## config.mk

```make
export PLATFORM = sky130hd
export DESIGN_NAME = seg_inv_codec
export DESIGN_NICKNAME = d
export VERILOG_FILES = /design/src/rtl/seg_inv_pkg.sv /design/src/rtl/seg_lane_enc.sv /design/src/rtl/seg_lane_dec.sv /design/src/rtl/seg_inv_codec.sv
export SDC_FILE = /design/constraint.sdc
export NUM_CORES = 1
export LEC_CHECK = 0
export BUFFER_PORTS_ARGS = -buffer_cell sky130_fd_sc_hd__buf_4
export CAP_MARGIN = 20
export CORE_ASPECT_RATIO = 0.5
export CORE_MARGIN = 2
export CORE_UTILIZATION = 44
export CTS_CLUSTER_DIAMETER = 60
export DETAILED_ROUTE_END_ITERATION = 16
export PLACE_DENSITY = 0.73
export SYNTH_ARGS = -nofsm -noshare
export SYNTH_HDL_FRONTEND = slang
export SYNTH_SLANG_ARGS = --single-unit
```

## constraint.sdc

```tcl
create_clock -name clk -period 0.9 [get_ports clk]
set_clock_uncertainty 0.05 [all_clocks]
set_input_delay 0.27 -clock clk [delete_from_list [all_inputs] [get_ports clk]]
set_output_delay 0.27 -clock clk [all_outputs]
set_load 0.01 [all_outputs]
```

## src/rtl/seg_inv_pkg.sv

```systemverilog
package seg_inv_pkg;
    localparam int DATA_W_DEF = 64;
    localparam int LANE_W_DEF = 16;

    function automatic int lane_count(input int data_w, input int lane_w);
        return data_w / lane_w;
    endfunction
endpackage

```

## src/rtl/seg_lane_enc.sv

```systemverilog
module seg_lane_enc #(
    parameter int LANE_W = 16,
    parameter int THRESH = LANE_W / 2
) (
    input  logic [LANE_W-1:0] lane_data,
    input  logic              en,
    output logic [LANE_W-1:0] lane_coded,
    output logic              lane_inv
);
    localparam int CNT_W = $clog2(LANE_W + 1);

    logic [CNT_W-1:0] ones_cnt;

    // Ones in the logical word equal wires that would be pulled low.
    always_comb begin
        ones_cnt = '0;
        for (int b = 0; b < LANE_W; b++) begin
            ones_cnt = ones_cnt + CNT_W'(lane_data[b]);
        end
    end

    always_comb begin
        lane_inv   = en && (ones_cnt > CNT_W'(THRESH));
        lane_coded = lane_inv ? ~lane_data : lane_data;
    end
endmodule

```

## src/rtl/seg_lane_dec.sv

```systemverilog
module seg_lane_dec #(
    parameter int LANE_W = 16
) (
    input  logic [LANE_W-1:0] lane_bus_n,
    input  logic              lane_flag_n,
    output logic [LANE_W-1:0] lane_data
);
    logic [LANE_W-1:0] lane_logic;

    always_comb begin
        lane_logic = ~lane_bus_n;
        lane_data  = lane_flag_n ? lane_logic : ~lane_logic;
    end
endmodule

```

## src/rtl/seg_inv_codec.sv

```systemverilog
module seg_inv_codec #(
    parameter int DATA_W  = seg_inv_pkg::DATA_W_DEF,
    parameter int LANE_W  = seg_inv_pkg::LANE_W_DEF,
    parameter bit REG_OUT = 1'b1
) (
    input  logic                                   clk,
    input  logic                                   rst_n,
    input  logic                                   inv_en,
    input  logic                                   tx_valid,
    input  logic [DATA_W-1:0]                      tx_data,
    output logic [DATA_W-1:0]                      tx_bus_n,
    output logic [seg_inv_pkg::lane_count(DATA_W, LANE_W)-1:0] tx_flag_n,
    input  logic                                   rx_valid,
    input  logic [DATA_W-1:0]                      rx_bus_n,
    input  logic [seg_inv_pkg::lane_count(DATA_W, LANE_W)-1:0] rx_flag_n,
    output logic [DATA_W-1:0]                      rx_data
);
    localparam int LANES  = seg_inv_pkg::lane_count(DATA_W, LANE_W);
    localparam int THRESH = LANE_W / 2;

    typedef struct packed {
        logic [DATA_W-1:0] tx_bus_n;
        logic [LANES-1:0]  tx_flag_n;
        logic [DATA_W-1:0] rx_data;
    } stage_t;

    logic [DATA_W-1:0] enc_coded;
    logic [LANES-1:0]  enc_inv;
    logic [DATA_W-1:0] dec_data;

    // Per-lane encode and decode, all lanes in parallel.
    for (genvar g = 0; g < LANES; g++) begin : g_lane
        seg_lane_enc #(.LANE_W(LANE_W), .THRESH(THRESH)) u_enc (
            .lane_data (tx_data[g*LANE_W +: LANE_W]),
            .en        (inv_en),
            .lane_coded(enc_coded[g*LANE_W +: LANE_W]),
            .lane_inv  (enc_inv[g])
        );
        seg_lane_dec #(.LANE_W(LANE_W)) u_dec (
            .lane_bus_n (rx_bus_n[g*LANE_W +: LANE_W]),
            .lane_flag_n(rx_flag_n[g]),
            .lane_data  (dec_data[g*LANE_W +: LANE_W])
        );
    end

    if (REG_OUT) begin : g_reg
        stage_t stage_d, stage_q;

        always_comb begin
            stage_d = stage_q;
            if (tx_valid) begin
                stage_d.tx_bus_n  = ~enc_coded;
                stage_d.tx_flag_n = ~enc_inv;
            end
            if (rx_valid) begin
                stage_d.rx_data = dec_data;
            end
        end

        always_ff @(posedge clk or negedge rst_n) begin
            if (!rst_n) begin
                stage_q.tx_bus_n  <= '1;
                stage_q.tx_flag_n <= '1;
                stage_q.rx_data   <= '0;
            end else begin
                stage_q <= stage_d;
            end
        end

        assign tx_bus_n  = stage_q.tx_bus_n;
        assign tx_flag_n = stage_q.tx_flag_n;
        assign rx_data   = stage_q.rx_data;

        p_tx_hold_r7: assert property (@(posedge clk) disable iff (!rst_n)
            !tx_valid |=> $stable(tx_bus_n) && $stable(tx_flag_n));

        p_rx_hold_r8: assert property (@(posedge clk) disable iff (!rst_n)
            !rx_valid |=> $stable(rx_data));

        p_bypass_flags_r6: assert property (@(posedge clk) disable iff (!rst_n)
            tx_valid && !inv_en |=> &tx_flag_n);

        for (genvar g = 0; g < LANES; g++) begin : g_chk
            p_low_bound_r10: assert property (@(posedge clk) disable iff (!rst_n)
                tx_valid && inv_en |=>
                    $countones(~tx_bus_n[g*LANE_W +: LANE_W]) <= THRESH);

            p_flag_match_r2: assert property (@(posedge clk) disable iff (!rst_n)
                tx_valid && inv_en |=>
                    (!tx_flag_n[g]) ==
                    ($countones($past(tx_data[g*LANE_W +: LANE_W])) > THRESH));
        end
    end else begin : g_comb
        assign tx_bus_n  = ~enc_coded;
        assign tx_flag_n = ~enc_inv;
        assign rx_data   = dec_data;
    end
endmodule

```

# --- After elaboration in Yosys (flattened, before gate mapping) ---
# Cells that the tools add are included.
# Widths: inputs -> output; s select.
classes:
  reduce_logical: 4
  addsub: 60
  n_lt_le_gt_ge: 4
  mux: 8
  bitwise: 14
ops:
  columns: ["op", "n"]
  rows:
  - ["$add 5x1->5", 56]
  - ["$not 16->16", 12]
  - ["$mux 16", 8]
  - ["$not 64->64", 1]
  - ["$gt 5x4->1 const B", 4]
  - ["$add 1x1->2", 4]
  - ["$logic_and 1x1->1", 4]
  - ["$not 4->4", 1]
word_totals:
  regBits: 132
  inputBits: 137
  out_inout_bits: 132

# --- Logic depth before layout (Yosys ltp) ---
depth:
  depth_word: 19
  depth_mapped: 17

# --- Modules after synthesis ---
# From an unflattened synthesis, not the netlist that was laid out.
unflattened:
  hier_cells: 694
  hier_area_um2: 8495.6
modules_own_cells:
  columns: ["mod", "seq_area_each_um2", "area_each_um2", "cells_per_inst", "n_inst"]
  rows:
  - ["seg_inv_codec", 3388.2, 5422.7, 347, 1]
  - ["seg_lane_enc (g_lane[1].u_enc ...)", 0.0, 589.3, 69, 2]
  - ["seg_lane_dec", 0.0, 171.4, 18, 4]
  - ["seg_lane_enc (g_lane[0].u_enc)", 0.0, 604.3, 68, 1]
  - ["seg_lane_enc (g_lane[3].u_enc)", 0.0, 604.3, 69, 1]

# --- Least setup slack after synthesis ---
# OpenSTA, ideal clock, no wires.
synth_path:
  path_kind: "in2reg"
  startpoint: "in tx_data[32]"
  endpoint: "reg tx_bus_n[33] (netlist name)"
  path_stages: 15
  t_required_ps: 768
  setup_time_ps: 82
  setup_slack_ps: -3620
  t_arrival_ps: 4388
  path_cell_list: "ha_1 inv_1 fa_1 fa_1 fa_1 fa_1 fa_1 fa_1 xor2_1 a32oi_1 o2111a_1 buf_6 buf_12 xnor2_1 mux2_2"
synth_between:
  elab_chain_len: 19
synth_lines:
  columns: ["item", "line", "rtl"]
  rows:
  - ["start, declared", "seg_inv_codec.sv:10", "input logic [DATA_W-1:0] tx_data,"]
  - ["$add 1x1->2", "seg_lane_enc.sv:18", "ones_cnt = ones_cnt + CNT_W'(lane_data[b]);"]
  - ["$add 5x1->5 (14 in series)", "seg_lane_enc.sv:18", null]
  - ["$gt 5x4->1", "seg_lane_enc.sv:23", "lane_inv = en && (ones_cnt > CNT_W'(THRESH));"]
  - ["$logic_and 1x1->1", "seg_lane_enc.sv:23", null]
  - ["$mux 16", "seg_lane_enc.sv:24", "lane_coded = lane_inv ? ~lane_data : lane_data;"]
  - ["$not 64->64", "seg_inv_codec.sv:52", "stage_d.tx_bus_n = ~enc_coded;"]
# No other way between the ends.
# A chain may end at the register's enable or synchronous reset.

# --- Final worst setup path ---
layout_path:
  startpoint: "in tx_data[33]"
  endpoint: "reg tx_bus_n[46] (netlist name)"
layout_between:
  elab_chain_len: 19
layout_lines:
  columns: ["item", "line"]
  rows:
  - ["$add 1x1->2", "seg_lane_enc.sv:18"]
  - ["$add 5x1->5 (14 in series)", "seg_lane_enc.sv:18"]
  - ["$gt 5x4->1", "seg_lane_enc.sv:23"]
  - ["$logic_and 1x1->1", "seg_lane_enc.sv:23"]
  - ["$mux 16", "seg_lane_enc.sv:24"]
  - ["$not 64->64", "seg_inv_codec.sv:52"]
# No other way between the ends.

==> impl_metrics.toml <==
[outcome]
status = "finished, violations left"
violations = "negative setup slack"

[floorplanning]
dieArea_um2 = 20660
ios = 269
die_w_um = 201.3
rows = 36
core_um2 = 19280
die_y_um = 102.6
initial_utilization_pct = 44.41

[setup_path]
end_kind = "flop"
critPathKind = "input pin to flop"
cpLargestDelayFamily = "adder cells"
critPathSlowestCell = "fa_2"
cp_num_buf_inv = 3
critPathRequiredTime_ps = 1200
crit_top_cell = "fa_1"
crit_fanout = 12
crit_chain = "buf_8, ha_4, inv_2, fa_1, fa_1, fa_1, fa_1, fa_2, fa_2, a32oi_1, o2111a_2, buf_12, xnor2_1, mux2_4"
cp-start-kind = "input pin"
slowest_delay_ps = 560
arrival_ps = 4500

[global_route]
first_global_vias = 8428
grt_max_degree = 43
grt-ovfl-total = 0
grt_antenna_before_repair = 0
grt_usage_pct = 25.48
grt_pass1_wl_mm = 41.83

[place]
port_buffers = 268
post_dp_cell_area_um2 = 12330
place_hpwl_mm = 18.24
preCtsSetupSlack_ps = -3779
place.gp.congestion = 0.8262

[cts]
htree_levels = 4
cts_buffers = 17
clockRootBuffer = "clkbuf_16"
clock-sinks = 132
clkSlewWorstSetupHoldPaths_ps = 60
cts_tree = "yes"
cts_buffer_depth = 2
clk_latency_ps = 420

[detailed_routing]
routed_wl_mm = 27.45
dr.pass1.iters = 4
wl_per_cell_um = 17.55
drcViolationCount = 0
viasPerCell = 5.348
ant_nets = 0
drt_iter0_drc = 304
vias = 8364

[synth]
synth_edf_count = 0
yosys.area.top_type = "dfstp_2"
synthesis.nets = 1076
synth_top_area_share_pct = 20.87
ys_types = 44
async_flop_share_pct = 100.0
netlist_top_cells_count = "inv_1, a21oi_1, xnor2_1"
ys_warn_count = 0
ys_seq_area_share_pct = 39.57
synthFlopType = "dfstp_2"
yosysMostFrequentCell = "inv_1"
synth_seq_cells = 132
avgSynthCellArea_um2 = 9.741
synth_area_um2 = 8562
synthTopCellsByArea = "dfstp_2, dfrtp_1, fa_1"
postSynthCellCount = 879

[timing]
tightest_slew_ps = 415.6
timing.final.crit_share_pct = 466.1
rsz0062_at_grt = "yes"
setup-tns-final_ps = -275680
finalSetupViolCount = 207
setup_ws_ps = -3295
fin_crit_ps = 4195
slew_headroom_pct = 72.29
final_hold_viol_count = 0
slew_violations = 0
fmax_mhz = 238.4

[final_layout]
multiInputGateArea_um2 = 5426
fillerInstances = 1249
drive_gt1_share_pct = 55.39
final_cell_area_um2 = 14440
n_antenna_cell = 0
area_delta_synth_final_pct = 68.62
seq_area_um2 = 3388
fin_nets = 1484

[power]
p_per_area_nw_per_um2 = 2925
p_leak_nw = 6.733
ir_drop_uv = 1849

[min_path]
hold_path_class = "input pin to flop"

[run]
cap_violations = 0
[cells by family (layout without fill, tap and decap cells)]
logic type	after synthesis	count (layout)	share of synthesized area, %
and+or+nand+nor	246	248	14.22
AOI/OAI and AO/OA	180	180	15.43
buffers and inverters	162	579	7.906
DFF	132	132	39.57
xor gates and xnor gates	83	83	8.490
adders and majority gates	60	60	12.28
muxes	16	16	2.104
[through the flow]
| stage | hold slack (ps) | power (mW) | instances | util (%) |
|---|---|---|---|---|
| final | 40.92 | 42.23 | 1564 | 74.89 |
| after global routing | 48.65 | 44.48 | 1564 | 74.89 |
| after CTS | 19.80 | 40.02 | 1540 | 72.22 |
| after detailed placement | 74.10 | 29.30 | 1472 | 63.93 |
| after global placement | 71.51 | 28.58 | 1472 | 63.93 |
| after floorplan | -75.59 | 21.67 | 879 | - |
[layer usage]
| layer | track usage, % | wire (µm) | part of all wire, % |
|---|---|---|---|
| met1 | 29.89 | 11000 | 40 |
| met2 | 45.70 | 14050 | 51 |
| met3 | 6.416 | 1541 | 5.6 |
| met4 | 10.75 | 856 | 3.1 |
| met5 | 0 | 0 | 0 |
[worst paths after layout]
kind | end | cells after the start | startpoint | slack, ps
worst max-delay path | tx_bus_n[46] | 14 | tx_data[33] | -3290
worst min-delay path | tx_bus_n[30] | 3 | tx_data[30] | 40
max in group asynchronous | tx_bus_n[28] | 3 | rst_n | 50
worst max register to register | tx_bus_n[24] | 3 | tx_bus_n[24] | -130
worst min register to register | tx_bus_n[49] | 2 | tx_bus_n[49] | 440
min in group asynchronous | rx_data[25] | 2 | rst_n | 210
[flip-flops by register name, summed over array words and instances (netlist names)]
| name | cells |
|---|---|
| tx_flag_n | 4 |
| tx_bus_n | 64 |
| rx_data | 64 |
[cells in the final DEF (no fill, tap or decap), types with 32 or more instances in the layout]
cell      count
dfrtp_1      64
dfstp_2      68
nor2_1       57
a221oi_1     32
buf_6       147
xnor2_2      46
a21oi_1      64
and3_1       32
nor3_1       37
nand3_1      41
buf_4       288
fa_1         32
inv_1        82
xnor2_1      34
[where the power goes]
| part | total, mW | leakage (nW) | internal [mW] | switching [mW] |
|---|---|---|---|---|
| logic | 24.3 | 5.00 | 13.4 | 10.9 |
| registers | 10.3 | 1.43 | 8.80 | 1.50 |
| clock network | 7.65 | 0.301 | 4.96 | 2.69 |
| total | 42.2 | 6.73 | 27.2 | 15.1 |
[worst register-to-register path, stage by stage (launching register included)]
cell and delay (ps):
dfstp_2 370, buf_4 130, a221oi_1 300, nand3_1 110
[final cells by class]
type                    instances  share of cell area (%)
multi-input cells             587                   37.59
repair buffers                462                   30.01
flip-flops and latches        132                   23.47
clock buffers                  21                   3.120
well taps                     266                   2.305
inverters                      87                   2.271
clock inverters                 9                   1.239
[what timing repair did]
| action | in CTS | in global routing |
|---|---|---|
| setup buffers | 35 | 22 |
| gates cloned | 2 | 3 |
| gates resized for setup | 180 | 60 |
| hold buffers | 1 | 0 |
| pin swaps | 18 | 24 |
| endpoints found under the hold margin | 64 | 0 |
| endpoints found under the setup margin | 200 | 203 |
Note: power is estimated with default switching activity, not from simulation.
